**src/rtl/spec_ctx_pkg.sv**
```systemverilog
package spec_ctx_pkg;
    localparam int TAG_W = 8;
    typedef logic [TAG_W-1:0] tag_t;

    typedef enum logic [1:0] {
        OP_READ = 2'd0,
        OP_ADD  = 2'd1,
        OP_SET  = 2'd2,
        OP_CINC = 2'd3
    } ctx_op_e;

    typedef enum logic [1:0] {
        ST_RUN     = 2'd0,
        ST_RESTORE = 2'd1,
        ST_REPLAY  = 2'd2
    } rb_state_e;

    // a is older than b when a - b is negative in modular sequence space
    function automatic logic tag_older(tag_t a, tag_t b);
        tag_t d;
        d = a - b;
        return d[TAG_W-1];
    endfunction
endpackage

```
**src/rtl/spec_ctx_alu.sv**
```systemverilog
module spec_ctx_alu
    import spec_ctx_pkg::*;
#(
    parameter int DATA_W = 16
) (
    input  logic [1:0]        op,
    input  logic [DATA_W-1:0] src,
    input  logic [DATA_W-1:0] cur,
    output logic [DATA_W-1:0] nxt
);
    localparam logic [DATA_W-1:0] ONE = {{(DATA_W-1){1'b0}}, 1'b1};

    always_comb begin
        unique case (ctx_op_e'(op))
            OP_READ: nxt = cur;
            OP_ADD:  nxt = cur + src;
            OP_SET:  nxt = src;
            OP_CINC: nxt = (src != '0) ? cur + ONE : cur;
            default: nxt = cur;
        endcase
    end
endmodule

```
**src/rtl/spec_ctx_snap.sv**
```systemverilog
module spec_ctx_snap
    import spec_ctx_pkg::*;
#(
    parameter int DATA_W = 16,
    parameter int SNAP_K = 5
) (
    input  logic              clk,
    input  logic              rst_n,
    input  logic              running,
    input  logic              commit_valid,
    input  tag_t              commit_tag,
    input  logic              kill_take,
    input  logic [DATA_W-1:0] live_val,
    input  tag_t              last_tag,
    input  logic              last_ok,
    output logic [DATA_W-1:0] cmt_val,
    output tag_t              cmt_tag,
    output logic              cmt_ok
);
    localparam int CNT_W = (SNAP_K > 1) ? $clog2(SNAP_K) : 1;
    localparam logic [CNT_W-1:0] CNT_TOP = CNT_W'(SNAP_K - 1);

    logic [CNT_W-1:0]  cnt_q;
    logic [DATA_W-1:0] spec_q;
    tag_t              spec_tag_q;
    logic              pend_q;

    logic              snap_hit;
    logic              eff_pend;
    tag_t              eff_tag;
    logic [DATA_W-1:0] eff_val;
    logic              promote;

    assign snap_hit = running && commit_valid && !kill_take && (cnt_q == CNT_TOP);

    // snapshot applied first, owner match tested against the result
    always_comb begin
        if (snap_hit && last_ok) begin
            eff_pend = 1'b1;
            eff_tag  = last_tag;
            eff_val  = live_val;
        end else begin
            eff_pend = pend_q;
            eff_tag  = spec_tag_q;
            eff_val  = spec_q;
        end
    end

    assign promote = commit_valid && eff_pend && (eff_tag == commit_tag);

    always_ff @(posedge clk) begin
        if (!rst_n) begin
            cnt_q      <= '0;
            spec_q     <= '0;
            spec_tag_q <= '0;
            pend_q     <= 1'b0;
            cmt_val    <= '0;
            cmt_tag    <= '0;
            cmt_ok     <= 1'b0;
        end else begin
            if (kill_take) begin
                cnt_q <= '0;
            end else if (running && commit_valid) begin
                cnt_q <= (cnt_q == CNT_TOP) ? '0 : cnt_q + 1'b1;
            end

            if (snap_hit && last_ok) begin
                spec_q     <= live_val;
                spec_tag_q <= last_tag;
            end

            if (promote) begin
                cmt_val <= eff_val;
                cmt_tag <= commit_tag;
                cmt_ok  <= 1'b1;
            end

            if (kill_take || promote) begin
                pend_q <= 1'b0;
            end else if (snap_hit && last_ok) begin
                pend_q <= 1'b1;
            end
        end
    end

    always_comb begin
        if (rst_n) begin
            assert_cnt_range_R3: assert (cnt_q <= CNT_TOP);
        end
    end

    assert_owner_moves_on_commit_R4: assert property (@(posedge clk) disable iff (!rst_n)
        !$stable(cmt_tag) |-> $past(commit_valid));

    assert_kill_clears_count_R5: assert property (@(posedge clk) disable iff (!rst_n)
        kill_take |=> (cnt_q == '0) && !pend_q);
endmodule

```
**src/rtl/spec_ctx_fsm.sv**
```systemverilog
module spec_ctx_fsm
    import spec_ctx_pkg::*;
(
    input  logic      clk,
    input  logic      rst_n,
    input  logic      kill_valid,
    input  logic      rep_done,
    output rb_state_e state,
    output logic      running,
    output logic      busy,
    output logic      replay_start
);
    rb_state_e state_d;

    always_comb begin
        state_d = state;
        unique case (state)
            ST_RUN:     if (kill_valid) state_d = ST_RESTORE;
            ST_RESTORE: state_d = ST_REPLAY;
            ST_REPLAY:  if (rep_done) state_d = ST_RUN;
            default:    state_d = ST_RUN;
        endcase
    end

    always_ff @(posedge clk) begin
        if (!rst_n) state <= ST_RUN;
        else        state <= state_d;
    end

    always_comb begin
        running      = 1'b0;
        busy         = 1'b1;
        replay_start = 1'b0;
        unique case (state)
            ST_RUN: begin
                running = 1'b1;
                busy    = 1'b0;
            end
            ST_RESTORE: replay_start = 1'b1;
            ST_REPLAY:  ;
            default: begin
                running = 1'b1;
                busy    = 1'b0;
            end
        endcase
    end

    assert_restore_single_cycle_R6: assert property (@(posedge clk) disable iff (!rst_n)
        replay_start |=> !replay_start && busy);

    assert_busy_ends_on_done_R8: assert property (@(posedge clk) disable iff (!rst_n)
        $fell(busy) |-> $past(rep_done));
endmodule

```
**src/rtl/spec_ctx_mgr.sv**
```systemverilog
module spec_ctx_mgr
    import spec_ctx_pkg::*;
#(
    parameter int DATA_W = 16,
    parameter int DEST_W = 5,
    parameter int SNAP_K = 5
) (
    input  logic              clk,
    input  logic              rst_n,
    input  logic              iss_valid,
    output logic              iss_ready,
    input  logic [7:0]        iss_tag,
    input  logic [1:0]        iss_op,
    input  logic [DATA_W-1:0] iss_src,
    input  logic [DEST_W-1:0] iss_dest,
    output logic              res_valid,
    output logic [7:0]        res_tag,
    output logic [DEST_W-1:0] res_dest,
    output logic [DATA_W-1:0] res_data,
    input  logic              commit_valid,
    input  logic [7:0]        commit_tag,
    input  logic              kill_valid,
    input  logic [7:0]        kill_tag,
    output logic              busy,
    output logic              replay_start,
    input  logic              rep_valid,
    input  logic [7:0]        rep_tag,
    input  logic [1:0]        rep_op,
    input  logic [DATA_W-1:0] rep_src,
    input  logic              rep_done,
    output logic [7:0]        cmt_owner,
    output logic              cmt_owner_valid
);
    rb_state_e         state;
    logic              running;
    logic              kill_take;
    logic              issue_fire;
    logic              rep_apply;
    logic [DATA_W-1:0] live_q;
    tag_t              last_tag_q;
    logic              last_ok_q;
    tag_t              kill_tag_q;
    logic [DATA_W-1:0] cmt_val;
    logic [1:0]        alu_op;
    logic [DATA_W-1:0] alu_src;
    logic [DATA_W-1:0] alu_nxt;

    spec_ctx_fsm u_fsm (
        .clk          (clk),
        .rst_n        (rst_n),
        .kill_valid   (kill_valid),
        .rep_done     (rep_done),
        .state        (state),
        .running      (running),
        .busy         (busy),
        .replay_start (replay_start)
    );

    assign kill_take  = running && kill_valid;
    assign iss_ready  = running && !kill_valid;
    assign issue_fire = iss_valid && iss_ready;
    assign rep_apply  = (state == ST_REPLAY) && rep_valid
                        && tag_older(rep_tag, kill_tag_q)
                        && (!cmt_owner_valid || tag_older(cmt_owner, rep_tag));

    assign alu_op  = (state == ST_REPLAY) ? rep_op  : iss_op;
    assign alu_src = (state == ST_REPLAY) ? rep_src : iss_src;

    spec_ctx_alu #(.DATA_W(DATA_W)) u_alu (
        .op  (alu_op),
        .src (alu_src),
        .cur (live_q),
        .nxt (alu_nxt)
    );

    spec_ctx_snap #(.DATA_W(DATA_W), .SNAP_K(SNAP_K)) u_snap (
        .clk          (clk),
        .rst_n        (rst_n),
        .running      (running),
        .commit_valid (commit_valid),
        .commit_tag   (commit_tag),
        .kill_take    (kill_take),
        .live_val     (live_q),
        .last_tag     (last_tag_q),
        .last_ok      (last_ok_q),
        .cmt_val      (cmt_val),
        .cmt_tag      (cmt_owner),
        .cmt_ok       (cmt_owner_valid)
    );

    always_ff @(posedge clk) begin
        if (!rst_n) begin
            live_q     <= '0;
            last_tag_q <= '0;
            last_ok_q  <= 1'b0;
            kill_tag_q <= '0;
        end else begin
            if (kill_take) kill_tag_q <= kill_tag;
            if (state == ST_RESTORE) begin
                live_q     <= cmt_val;
                last_tag_q <= cmt_owner;
                last_ok_q  <= cmt_owner_valid;
            end else if (issue_fire) begin
                live_q     <= alu_nxt;
                last_tag_q <= iss_tag;
                last_ok_q  <= 1'b1;
            end else if (rep_apply) begin
                live_q     <= alu_nxt;
                last_tag_q <= rep_tag;
                last_ok_q  <= 1'b1;
            end
        end
    end

    always_ff @(posedge clk) begin
        if (!rst_n) begin
            res_valid <= 1'b0;
            res_tag   <= '0;
            res_dest  <= '0;
            res_data  <= '0;
        end else begin
            res_valid <= issue_fire;
            if (issue_fire) begin
                res_tag  <= iss_tag;
                res_dest <= iss_dest;
                res_data <= alu_nxt;
            end
        end
    end

    assert_restore_loads_committed_R6: assert property (@(posedge clk) disable iff (!rst_n)
        (state == ST_RESTORE) |=> (live_q == $past(cmt_val)));

    assert_result_follows_issue_R2: assert property (@(posedge clk) disable iff (!rst_n)
        res_valid |-> $past(iss_valid && iss_ready));

    assert_silent_replay_R7: assert property (@(posedge clk) disable iff (!rst_n)
        (state == ST_REPLAY) |-> !res_valid);

    assert_no_accept_when_busy_R8: assert property (@(posedge clk) disable iff (!rst_n)
        busy |=> !res_valid);
endmodule

```
**config.mk**
```make
export PLATFORM = sky130hd
export DESIGN_NAME = spec_ctx_mgr
export DESIGN_NICKNAME = d
export VERILOG_FILES = /design/src/rtl/spec_ctx_pkg.sv /design/src/rtl/spec_ctx_alu.sv /design/src/rtl/spec_ctx_snap.sv /design/src/rtl/spec_ctx_fsm.sv /design/src/rtl/spec_ctx_mgr.sv
export SDC_FILE = /design/constraint.sdc
export NUM_CORES = 1
export LEC_CHECK = 0
export CAP_MARGIN = 25
export CELL_PAD_IN_SITES_DETAIL_PLACEMENT = 1
export CELL_PAD_IN_SITES_GLOBAL_PLACEMENT = 2
export CORE_MARGIN = 1.5
export CORE_UTILIZATION = 34
export CTS_CLUSTER_DIAMETER = 50
export DETAILED_ROUTE_END_ITERATION = 6
export PLACE_DENSITY = 0.95
export SYNTH_ARGS = -nofsm -noshare
export SYNTH_HDL_FRONTEND = slang
export SYNTH_SLANG_ARGS = --single-unit
export TNS_END_PERCENT = 50
```
**constraint.sdc**
```tcl
create_clock -name clk -period 7.4 [get_ports clk]
set_input_delay 1.48 -clock clk [delete_from_list [all_inputs] [get_ports clk]]
set_output_delay 1.48 -clock clk [all_outputs]
set_load 0.005 [all_outputs]
```
==> flow_summary_export.csv, run 1 <==
group,metric,value,unit
synth,synth.area.top_cells,"dfxtp_1, ha_1, mux2i_1, a21oi_1, nand2_1",
placed_design,gp_congestion,0.9118,
worst_setup_path,cp_top_family,"simple AND/OR/NAND/NOR gates",
worst_setup_path,cp_cell_sequence,"clkdlybuf4s50_1 > nand2b_1 > or4b_1 > buf_4 > mux2i_1 > xnor2_1 > a2111oi_0 > and4_1 > buf_4 > mux2i_1 > nor2_1",
pwr,p_leak,3.425,nW
drt,drt_first_pass_iters,4,
outcome,status,"completed",
clock_tree,ctsLongestPathBuffers,2,
global_route,grt_pass1_vias,6946,
clock_tree,post_cts_buffers,0,
synth,synth-edff-count,0,
worst_setup_path,cp.arrival,5000,ps
synth,ys.flop_type,"dfxtp_1",
clock_tree,numCtsBuffers,17,
floorplanning,die_area,0.02134,mm^2
drt,route.detailed.drc,0,
synth,synth_cells,828,
sta,post-route-period-util,63.78,%
job,cap_viol_max_count,0,
worst_setup_path,path_max_fanout,30,
drt,drt_iter0_markers,415,
synth,synth_seq_cells,118,
final_layout,fin_nets,1052,
clock_tree,cts_sinks,118,
final_layout,postLayoutCellArea,0.008987,mm^2
sta,drv_slew,0,
synth,yosysSeqAreaShare,33.94,%
floorplanning,num_rows,52,
worst_setup_path,cp.buffers_inverters,3,
synth,syn_area,0.006959,mm^2
placed_design,port_buffers,121,
worst_setup_path,cp.depth,11,
clock_tree,hold_buffers,0,
synth,yosysTopAreaCellShare,33.94,%
floorplanning,core-area,0.02017,mm^2
sta,final-setup-viol-count,0,
synth,synth_top_area_cell,"dfxtp_1",
pwr,ir_drop,174.3,uV
sta,fin_tns_setup,0,ps
drt,drt-total-wl,24.28,mm
pwr,p_per_area,258.4,mW/mm^2
sta,fin_crit,4720,ps
placed_design,dp.cells,1183,
global_route,grt_max_degree,46,
final_layout,final_cell_mix,"clkdlybuf4s50_1, dfxtp_1, nand2_1",
synth,synthArstFlopShare,0,%
synth,synthesis.nets,946,
placed_design,dp_hpwl,17.69,mm
synth,yosysWarnings,0,
placed_design,dpl_cell_area,0.008397,mm^2
floorplanning,die_x,146.1,um
worst_hold_path,min_delay_path_depth,2,
drt,vias_per_cell,5.550,
global_route,grt.total_usage,23.05,%
worst_setup_path,crit_slowest_cell,"and4_1",
clock_tree,cts_resized,0,
synth,syn_avg_cell_area,8.405,um^2
floorplanning,io_pins,122,
sta,rsz0062_at_grt,"no",
final_layout,final_cells,1215,
synth,yosysUniqueCellTypes,72,
sta,skew,14.62,ps
clock_tree,clock_latency,420,ps
worst_setup_path,required,7680,ps
sta,final-hold-violation-count,0,
floorplanning,start_util,34.50,%
placed_design,post-place-ws,2255,ps
drt,drtAntennaViolNets,0,
worst_setup_path,criticalPathCategory,"in -> reg",
clock_tree,clkTransAtPathRegs,50,ps
clock_tree,htreeDepth,4,
global_route,grt_overflow_total,0,
worst_setup_path,critPathCaptureType,"flop",
final_layout,syn_to_final_growth,29.14,%
final_layout,final_common_cell,"clkdlybuf4s50_1",
floorplanning,die_y,146.1,um
drt,wl_per_cell,19.99,um
sta,worstMarginPinSlew,829.1,ps
final_layout,drive_gt1_share,10.16,%
final_layout,n_antenna_cell,0,
global_route,grt_pass1_wl,38.76,mm
global_route,grt_antenna_before_repair,0,
worst_setup_path,ff2ff_path_depth,12,
sta,timing.fmax,211.9,MHz
worst_hold_path,hp-class,"reg -> reg",
sta,maxSlewHeadroom,44.65,%
clock_tree,cts_tree,"yes",
worst_setup_path,cpPeakStageDelay,570,ps
sta,fin_ws,2680,ps
drt,vias,6743,
clock_tree,ctsRootBufferMaster,"clkbuf_16",
worst_setup_path,worst_setup_path_start_kind,"input pin",
layer usage:
layer	vias up	routed length, um	track usage (%)
met5	-	0	0
met4	0	387	8.131
met3	32	975	3.688
met2	169	11670	38.69
met1	3322	11250	30.01
li1	3220	-	-
flip-flops by register name, indices dropped and copies added (netlist names), 2 cells and up:
signal / flops
u_snap.cnt_q: 3
live_q: 16
res_dest: 5
res_data: 16
last_tag_q: 8
u_snap.cmt_tag: 8
u_fsm.state: 2
u_snap.cmt_val: 16
kill_tag_q: 8
u_snap.spec_q: 16
u_snap.spec_tag_q: 8
res_tag: 8
layout make-up:
class	count	area [um^2]
Clock buffer	22	484.2
Clock inverter	8	51.30
Fill cell	2363	11180
Inverter	31	116.4
Multi-Input combinational cell	630	4272
Sequential cell	118	2362
Tap cell	270	337.8
Timing Repair Buffer	136	1364
cells in the mapped netlist, types with 3 or more instances:
master,count
inv_1,30
xor2_1,9
a31oi_1,8
o2111ai_1,11
o22ai_1,4
mux2i_1,42
buf_1,5
nor4_1,6
o21a_1,4
o21bai_1,3
a2111oi_0,4
ha_1,37
a21oi_1,82
nand2b_1,7
nor3b_1,3
nand2_1,99
a21o_1,8
nor3_1,10
a31o_2,3
o21ai_0,39
a311oi_1,9
a211oi_1,8
o221a_2,4
or4_1,5
a22oi_1,3
nand3_1,16
clkbuf_1,38
mux2_2,30
xnor2_1,11
a32oi_1,3
dfxtp_1,118
and2_1,21
or3_1,5
o211ai_1,14
and3_1,6
nor2_1,73
o31ai_1,4
buf_6,3
through the flow:
| step | power, mW | hold slack, ps | util, % |
|---|---|---|---|
| after floorplan | 1.254 | 436.3 | - |
| after global placement | 1.539 | 441.3 | 41.59 |
| after detailed placement | 1.551 | 449.9 | 41.63 |
| after CTS | 2.307 | 457.5 | 44.29 |
| after global routing | 2.443 | 468.4 | 44.56 |
| final | 2.322 | 454.7 | 44.56 |
where the power goes:
part           internal, mW  switching [mW]  total (mW)  leakage, nW
logic                 0.338           0.456       0.793         2.21
registers             0.698          0.0835       0.781        0.960
clock network         0.456           0.292       0.748        0.260
cell families after synthesis:
family | Yosys count | synth area share [%]
adder cells (fa/ha/maj) | 38 | 6.940
multiplexers | 75 | 11.65
AO/OA/AOI/OAI | 230 | 22.15
AND/OR/NAND/NOR | 267 | 18.07
XOR/XNOR | 20 | 2.517
buffers and inverters | 80 | 4.729
flip-flops | 118 | 33.94
path summary, 6_finish.rpt:
kind                                      from                 to  slack, ps
worst max register to register  u_fsm.state[0]  u_snap.cmt_val[5]       3330
worst min register to register     res_data[4]        res_data[4]        450
worst max-delay path              commit_valid  u_snap.cmt_val[5]       2680
worst min-delay path               res_data[4]        res_data[4]        450
tightest hold or removal path, delay by kind of cell, from the launching register on:
| kind | cells | cell delay (ps) |
|---|---|---|
| AOI/OAI and AO/OA | 1 | 50 |
| DFF | 1 | 310 |
| and+or+nand+nor | 1 | 50 |
No activity file was read; power rests on OpenSTA's default activity.
==> inputs of run 2 (changes only) <==
Settings changed: CORE_UTILIZATION 34 to 32, PLACE_DENSITY 0.95 to 0.91.
Clock period 7.4 ns to 4.9 ns, I/O delays scaled along.
==> run 2 against run 1 <==
  * Clock-buffer cell count decreased by 5
  * Hold slack about the same
  * Register-to-register slack got worse by 2400 ps
  * First-iteration DRC count up 27%
  * Via count unchanged
  * Flip-flop and latch count unchanged
  * Sequential share of layout area shrank 0.19 points
  * Critical path depth is 2 higher
  * Die area up 6.1%
  * Final cell count increased by 0.66%
  * Power grew 55%
  * Largest cell class unchanged
==> flow_summary_export.csv, run 2 (synthesized netlist as in run 1, its figures left out) <==
group,metric,value,unit
clock_tree,clock_latency,420,ps
sta,post-route-period-util,81.36,%
sta,skew,14.73,ps
sta,final-hold-violation-count,0,
final_layout,postLayoutCellArea,0.009051,mm^2
worst_setup_path,cpPeakStageDelay,430,ps
worst_setup_path,critical_path.most_common_cell,"ha_1",
sta,rsz0062_at_grt,"no",
clock_tree,ctsRootBufferMaster,"clkbuf_16",
worst_setup_path,criticalPathCategory,"reg -> reg",
floorplanning,start_util,32.90,%
worst_setup_path,ff2ff_setup_slack,910,ps
final_layout,final_util,42.79,%
clock_tree,clkTransAtPathRegs,60,ps
sta,timing.fmax,250.8,MHz
sta,whs,454.6,ps
global_route,grt_max_degree,57,
sta,fin_tns_setup,0,ps
placed_design,dpl_cell_area,0.008418,mm^2
final_layout,n_antenna_cell,0,
global_route,grt_antenna_before_repair,0,
drt,wl_per_cell,19.99,um
clock_tree,hold_buffers,0,
worst_setup_path,crit_slowest_cell,"o31ai_1",
floorplanning,core-area,0.02115,mm^2
job,cap_viol_max_count,0,
placed_design,dp_hpwl,17.98,mm
floorplanning,die_y,150.5,um
drt,drtAntennaViolNets,0,
drt,vias_per_cell,5.513,
clock_tree,post_cts_buffers,0,
clock_tree,cts_resized,0,
drt,drt-total-wl,24.45,mm
final_layout,final_common_cell,"clkdlybuf4s50_1",
pwr,ir_drop,192.0,uV
outcome,status,"completed",
global_route,grt_overflow_total,0,
drt,drt_first_pass_iters,7,
clock_tree,ctsLongestPathBuffers,2,
final_layout,fin_nets,1054,
clock_tree,numCtsBuffers,17,
drt,vias,6743,
placed_design,gp_congestion,0.9072,
worst_setup_path,cp_top_family,"compound AO/OA/AOI/OAI gates",
drt,drt_iter0_markers,526,
sta,final-setup-viol-count,0,
worst_setup_path,critPathCaptureType,"flop",
worst_setup_path,cp.arrival,4300,ps
worst_setup_path,ff2ff_path_depth,13,
drt,route.detailed.drc,0,
floorplanning,die_area,0.02264,mm^2
global_route,grt.total_usage,22.28,%
final_layout,nFillCells,2459,
worst_setup_path,required,5220,ps
worst_setup_path,path_max_fanout,21,
worst_setup_path,worst_setup_path_start_kind,"flop",
clock_tree,cts_tree,"yes",
pwr,p_per_area,397.7,mW/mm^2
final_layout,syn_to_final_growth,30.06,%
worst_hold_path,hp-class,"reg -> reg",
global_route,grt_pass1_vias,7008,
final_layout,drive_gt1_share,10.55,%
worst_setup_path,cp.buffers_inverters,2,
placed_design,port_buffers,121,
clock_tree,cts_sinks,118,
sta,drv_slew,0,
worst_setup_path,cp_cell_sequence,"inv_1 > ha_1 > buf_16 > mux2_2 > ha_1 > fa_1 > nand3_1 > a21oi_1 > o31a_1 > o31ai_1 > a31oi_1 > or3_1 > a311oi_1",
floorplanning,die_x,150.5,um
worst_setup_path,cp.depth,13,
pwr,p_leak,3.447,nW
sta,maxSlewHeadroom,28.97,%
sta,worstMarginPinSlew,1062,ps
sta,fin_crit,3987,ps
global_route,grt_pass1_wl,38.49,mm
clock_tree,htreeDepth,4,
worst_hold_path,min_delay_path_depth,2,
floorplanning,io_pins,122,
final_layout,final_cell_mix,"clkdlybuf4s50_1, dfxtp_1, nand2_1",
floorplanning,num_rows,53,
run 2: changes by cell type in the layout (fill, tap and decap cells not counted):
cell,change
buf_4,+2
clkinv_2,-2
clkinvlp_4,+1
clkinv_4,+2
clkbuf_8,-4
bufinv_16,+2
inv_6,+3
clkbuf_1,-1
run 2: final cells by class:
cell class	instances	area [um^2]	share of cell area (%)
multi-input cells	630	4272	47.19
flip-flops and latches	118	2362	26.10
repair buffers	138	1379	15.23
clock buffers	17	425.4	4.700
well taps	275	344.1	3.801
clock inverters	14	152.6	1.686
inverters	31	116.4	1.286
run 2: path summary, 6_finish.rpt:
kind                               endpoint      startpoint
worst max-delay path             live_q[10]  u_fsm.state[0]
worst min-delay path            res_dest[2]     res_dest[2]
worst max register to register   live_q[10]  u_fsm.state[0]
worst min register to register  res_dest[2]     res_dest[2]
run 2: per-layer routing:
metal	GRT usage, %	routed length, um
met1	30.48	11440
met2	34.52	10890
met5	0	0
met4	7.794	575
met3	4.697	1534
run 2: worst register-to-register path, delay by kind of cell (launching register included):
kind                       cells  cell delay, ps
adders and majority gates      3            1000
buffers and inverters          2             310
and+or+nand+nor                2             540
DFF                            1             320
AOI/OAI and AO/OA              5            1310
muxes                          1             390
run 2: per-stage QoR:
stage	cells	total power, mW	setup WS, ps
global placement	1190	2.337	689.2
floorplan	828	1.894	964.8
CTS	1221	3.593	571.6
global route	1223	3.810	654.6
finish	1223	3.599	913.5
detailed placement	1190	2.347	602.2
run 2: where the power goes:
| part | total [mW] | leakage (nW) | internal [mW] | switching (mW) |
|---|---|---|---|---|
| logic | 1.20 | 2.22 | 0.510 | 0.687 |
| clock network | 1.22 | 0.272 | 0.748 | 0.476 |
| registers | 1.18 | 0.960 | 1.05 | 0.124 |
==> inputs of run 3 (changes only) <==
Clock period 4.9 ns to 4 ns, I/O delays scaled along.
==> run 3 against run 2 <==
  * Clock skew fell by 6.4 ps
  * Power rose by 24%
  * Core utilization rose by 0.56 points
  * Largest cell class unchanged
  * Design area rose by 1.3%
  * Largest power group unchanged
  * Combinational power rose by 24%
  * Final cell count rose by 1.5%
==> flow_summary_export.csv, run 3 (synthesized netlist as in run 1, its figures left out) <==
group,metric,value,unit
outcome,status,"completed",
final_layout,postLayoutCellArea,0.009169,mm^2
clock_tree,ctsLongestPathBuffers,2,
placed_design,dp_hpwl,17.89,mm
worst_setup_path,path_max_fanout,27,
sta,fin_crit,3721,ps
floorplanning,die_y,150.5,um
clock_tree,clkTransAtPathRegs,60,ps
drt,drtAntennaViolNets,0,
worst_setup_path,cp.buffers_inverters,3,
placed_design,gp_congestion,0.9344,
pwr,p_per_area,485.3,mW/mm^2
clock_tree,numCtsBuffers,17,
final_layout,drive_gt1_share,12.02,%
pwr,p_int,2.862,mW
global_route,grt_overflow_total,0,
worst_setup_path,cpPeakStageDelay,500,ps
worst_setup_path,worst_setup_path_start_kind,"flop",
clock_tree,htreeDepth,4,
floorplanning,die_area,0.02264,mm^2
worst_setup_path,cp_top_family,"compound AO/OA/AOI/OAI gates",
global_route,grt_pass1_wl,38.03,mm
sta,skew,8.370,ps
sta,drv_slew,0,
worst_hold_path,hp-class,"reg -> reg",
floorplanning,num_rows,53,
worst_setup_path,startpoint,"u_fsm.state[0]",
drt,drt_iter0_markers,346,
floorplanning,io_pins,122,
global_route,grt_antenna_before_repair,1,
clock_tree,cts_sinks,118,
worst_setup_path,criticalPathCategory,"reg -> reg",
floorplanning,start_util,32.90,%
clock_tree,clock_latency,420,ps
drt,wl_per_cell,19.55,um
final_layout,final_common_cell,"clkdlybuf4s50_1",
floorplanning,die_x,150.5,um
pwr,switching_share,35.68,%
worst_setup_path,r2r_end,"res_data[11]",
worst_setup_path,ff2ff_path_depth,14,
worst_setup_path,ff2ff_setup_slack,280,ps
clock_tree,post_cts_buffers,0,
worst_setup_path,required,4350,ps
clock_tree,cts_resized,0,
pwr,p_seq_share,32.3,%
worst_setup_path,critPathCaptureType,"flop",
final_layout,fin_nets,1071,
final_layout,syn_to_final_growth,31.75,%
drt,route.detailed.drc,0,
sta,timing.fmax,268.7,MHz
worst_setup_path,crit_path_end,"res_data[11]",
sta,final-setup-viol-count,0,
placed_design,port_buffers,121,
worst_setup_path,cp.arrival,4070,ps
worst_setup_path,cp_cell_sequence,"inv_1 > ha_1 > buf_12 > mux2_2 > ha_1 > a211oi_1 > o21bai_1 > o2111ai_1 > a21oi_1 > xnor2_1 > a222oi_1 > buf_4 > nand2_1 > a21oi_1",
global_route,grt_pass1_vias,7022,
worst_setup_path,crit_slowest_cell,"a222oi_1",
floorplanning,core-area,0.02115,mm^2
pwr,p_leak,3.520,nW
sta,rsz0062_at_grt,"no",
final_layout,nFillCells,2495,
clock_tree,hold_buffers,0,
global_route,grt.total_usage,22.05,%
sta,final-hold-violation-count,0,
pwr,clock_power_share,34.1,%
pwr,p_comb_share,33.5,%
pwr,switching_power,1.588,mW
drt,vias_per_cell,5.421,
job,cap_viol_max_count,0,
sta,worstMarginPinSlew,971.6,ps
sta,maxSlewHeadroom,35.23,%
drt,drt-total-wl,24.26,mm
pwr,ir_drop,280.2,uV
sta,post-route-period-util,93.03,%
placed_design,dpl_cell_area,0.008574,mm^2
global_route,grt_max_degree,42,
final_layout,final_cell_mix,"clkdlybuf4s50_1, dfxtp_1, nand2_1",
clock_tree,ctsRootBufferMaster,"clkbuf_16",
worst_setup_path,rr_startpoint,"u_fsm.state[0]",
clock_tree,cts_tree,"yes",
final_layout,final_util,43.34,%
worst_setup_path,cp.depth,14,
drt,vias,6727,
worst_hold_path,min_delay_path_depth,2,
drt,drt_first_pass_iters,5,
sta,fin_tns_setup,0,ps
-- run 3: layout make-up --
type | instances | area [um^2] | area share [%]
diodes | 1 | 2.502 | 0.02729
well taps | 275 | 344.1 | 3.753
inverters | 31 | 116.4 | 1.269
flip-flops and latches | 118 | 2362 | 25.76
clock buffers | 17 | 425.4 | 4.640
multi-input cells | 630 | 4268 | 46.55
clock inverters | 14 | 155.1 | 1.692
repair buffers | 155 | 1495 | 16.31
-- run 3: metal layers --
layer	global-route usage (%)	share of wire, %	vias up
li1	-	-	3246
met1	28.49	46	3267
met2	35.80	47	164
met3	4.424	4.3	50
met4	8.971	2.4	0
met5	0	0	-
-- run 3: worst reg2reg max path: stages (launching register included) --
cell and delay, ps:
dfxtp_1 330, inv_1 120, ha_1 210, buf_12 210, mux2_2 410, ha_1 300, a211oi_1 300, o21bai_1 150
o2111ai_1 370, a21oi_1 190, xnor2_1 170, a222oi_1 500, buf_4 200, nand2_1 50, a21oi_1 140
-- run 3: per-stage QoR --
stage	setup WS [ps]	hold slack, ps	total power [mW]	instances
6_report	279.0	452.8	4.450	1241
5_1_grt	1.629	472.4	4.684	1241
4_1_cts	329.5	455.6	4.455	1239
3_5_place_dp	48.08	447.5	2.912	1208
3_3_place_gp	136.0	442.0	2.881	1208
2_1_floorplan	64.84	436.3	2.321	828
-- run 3: how the worst min path moves through the flow --
stage | start | to | slack [ps]
after CTS | kill_tag_q[6] | kill_tag_q[6] | 460
after global placement | res_tag[6] | res_tag[6] | 440
after global routing | kill_tag_q[6] | kill_tag_q[6] | 470
after floorplan | kill_tag_q[1] | kill_tag_q[1] | 440
final | res_tag[6] | res_tag[6] | 450
after detailed placement | res_tag[6] | res_tag[6] | 450
-- run 3: power by group through the flow --
stage / clock [mW] / combinational, mW / sequential, mW
global route: 1.60 / 1.63 / 1.45
finish: 1.52 / 1.49 / 1.44
detailed placement: 0 / 1.46 / 1.46
CTS: 1.55 / 1.47 / 1.43
floorplan: 0 / 0.922 / 1.40
global placement: 0 / 1.43 / 1.45
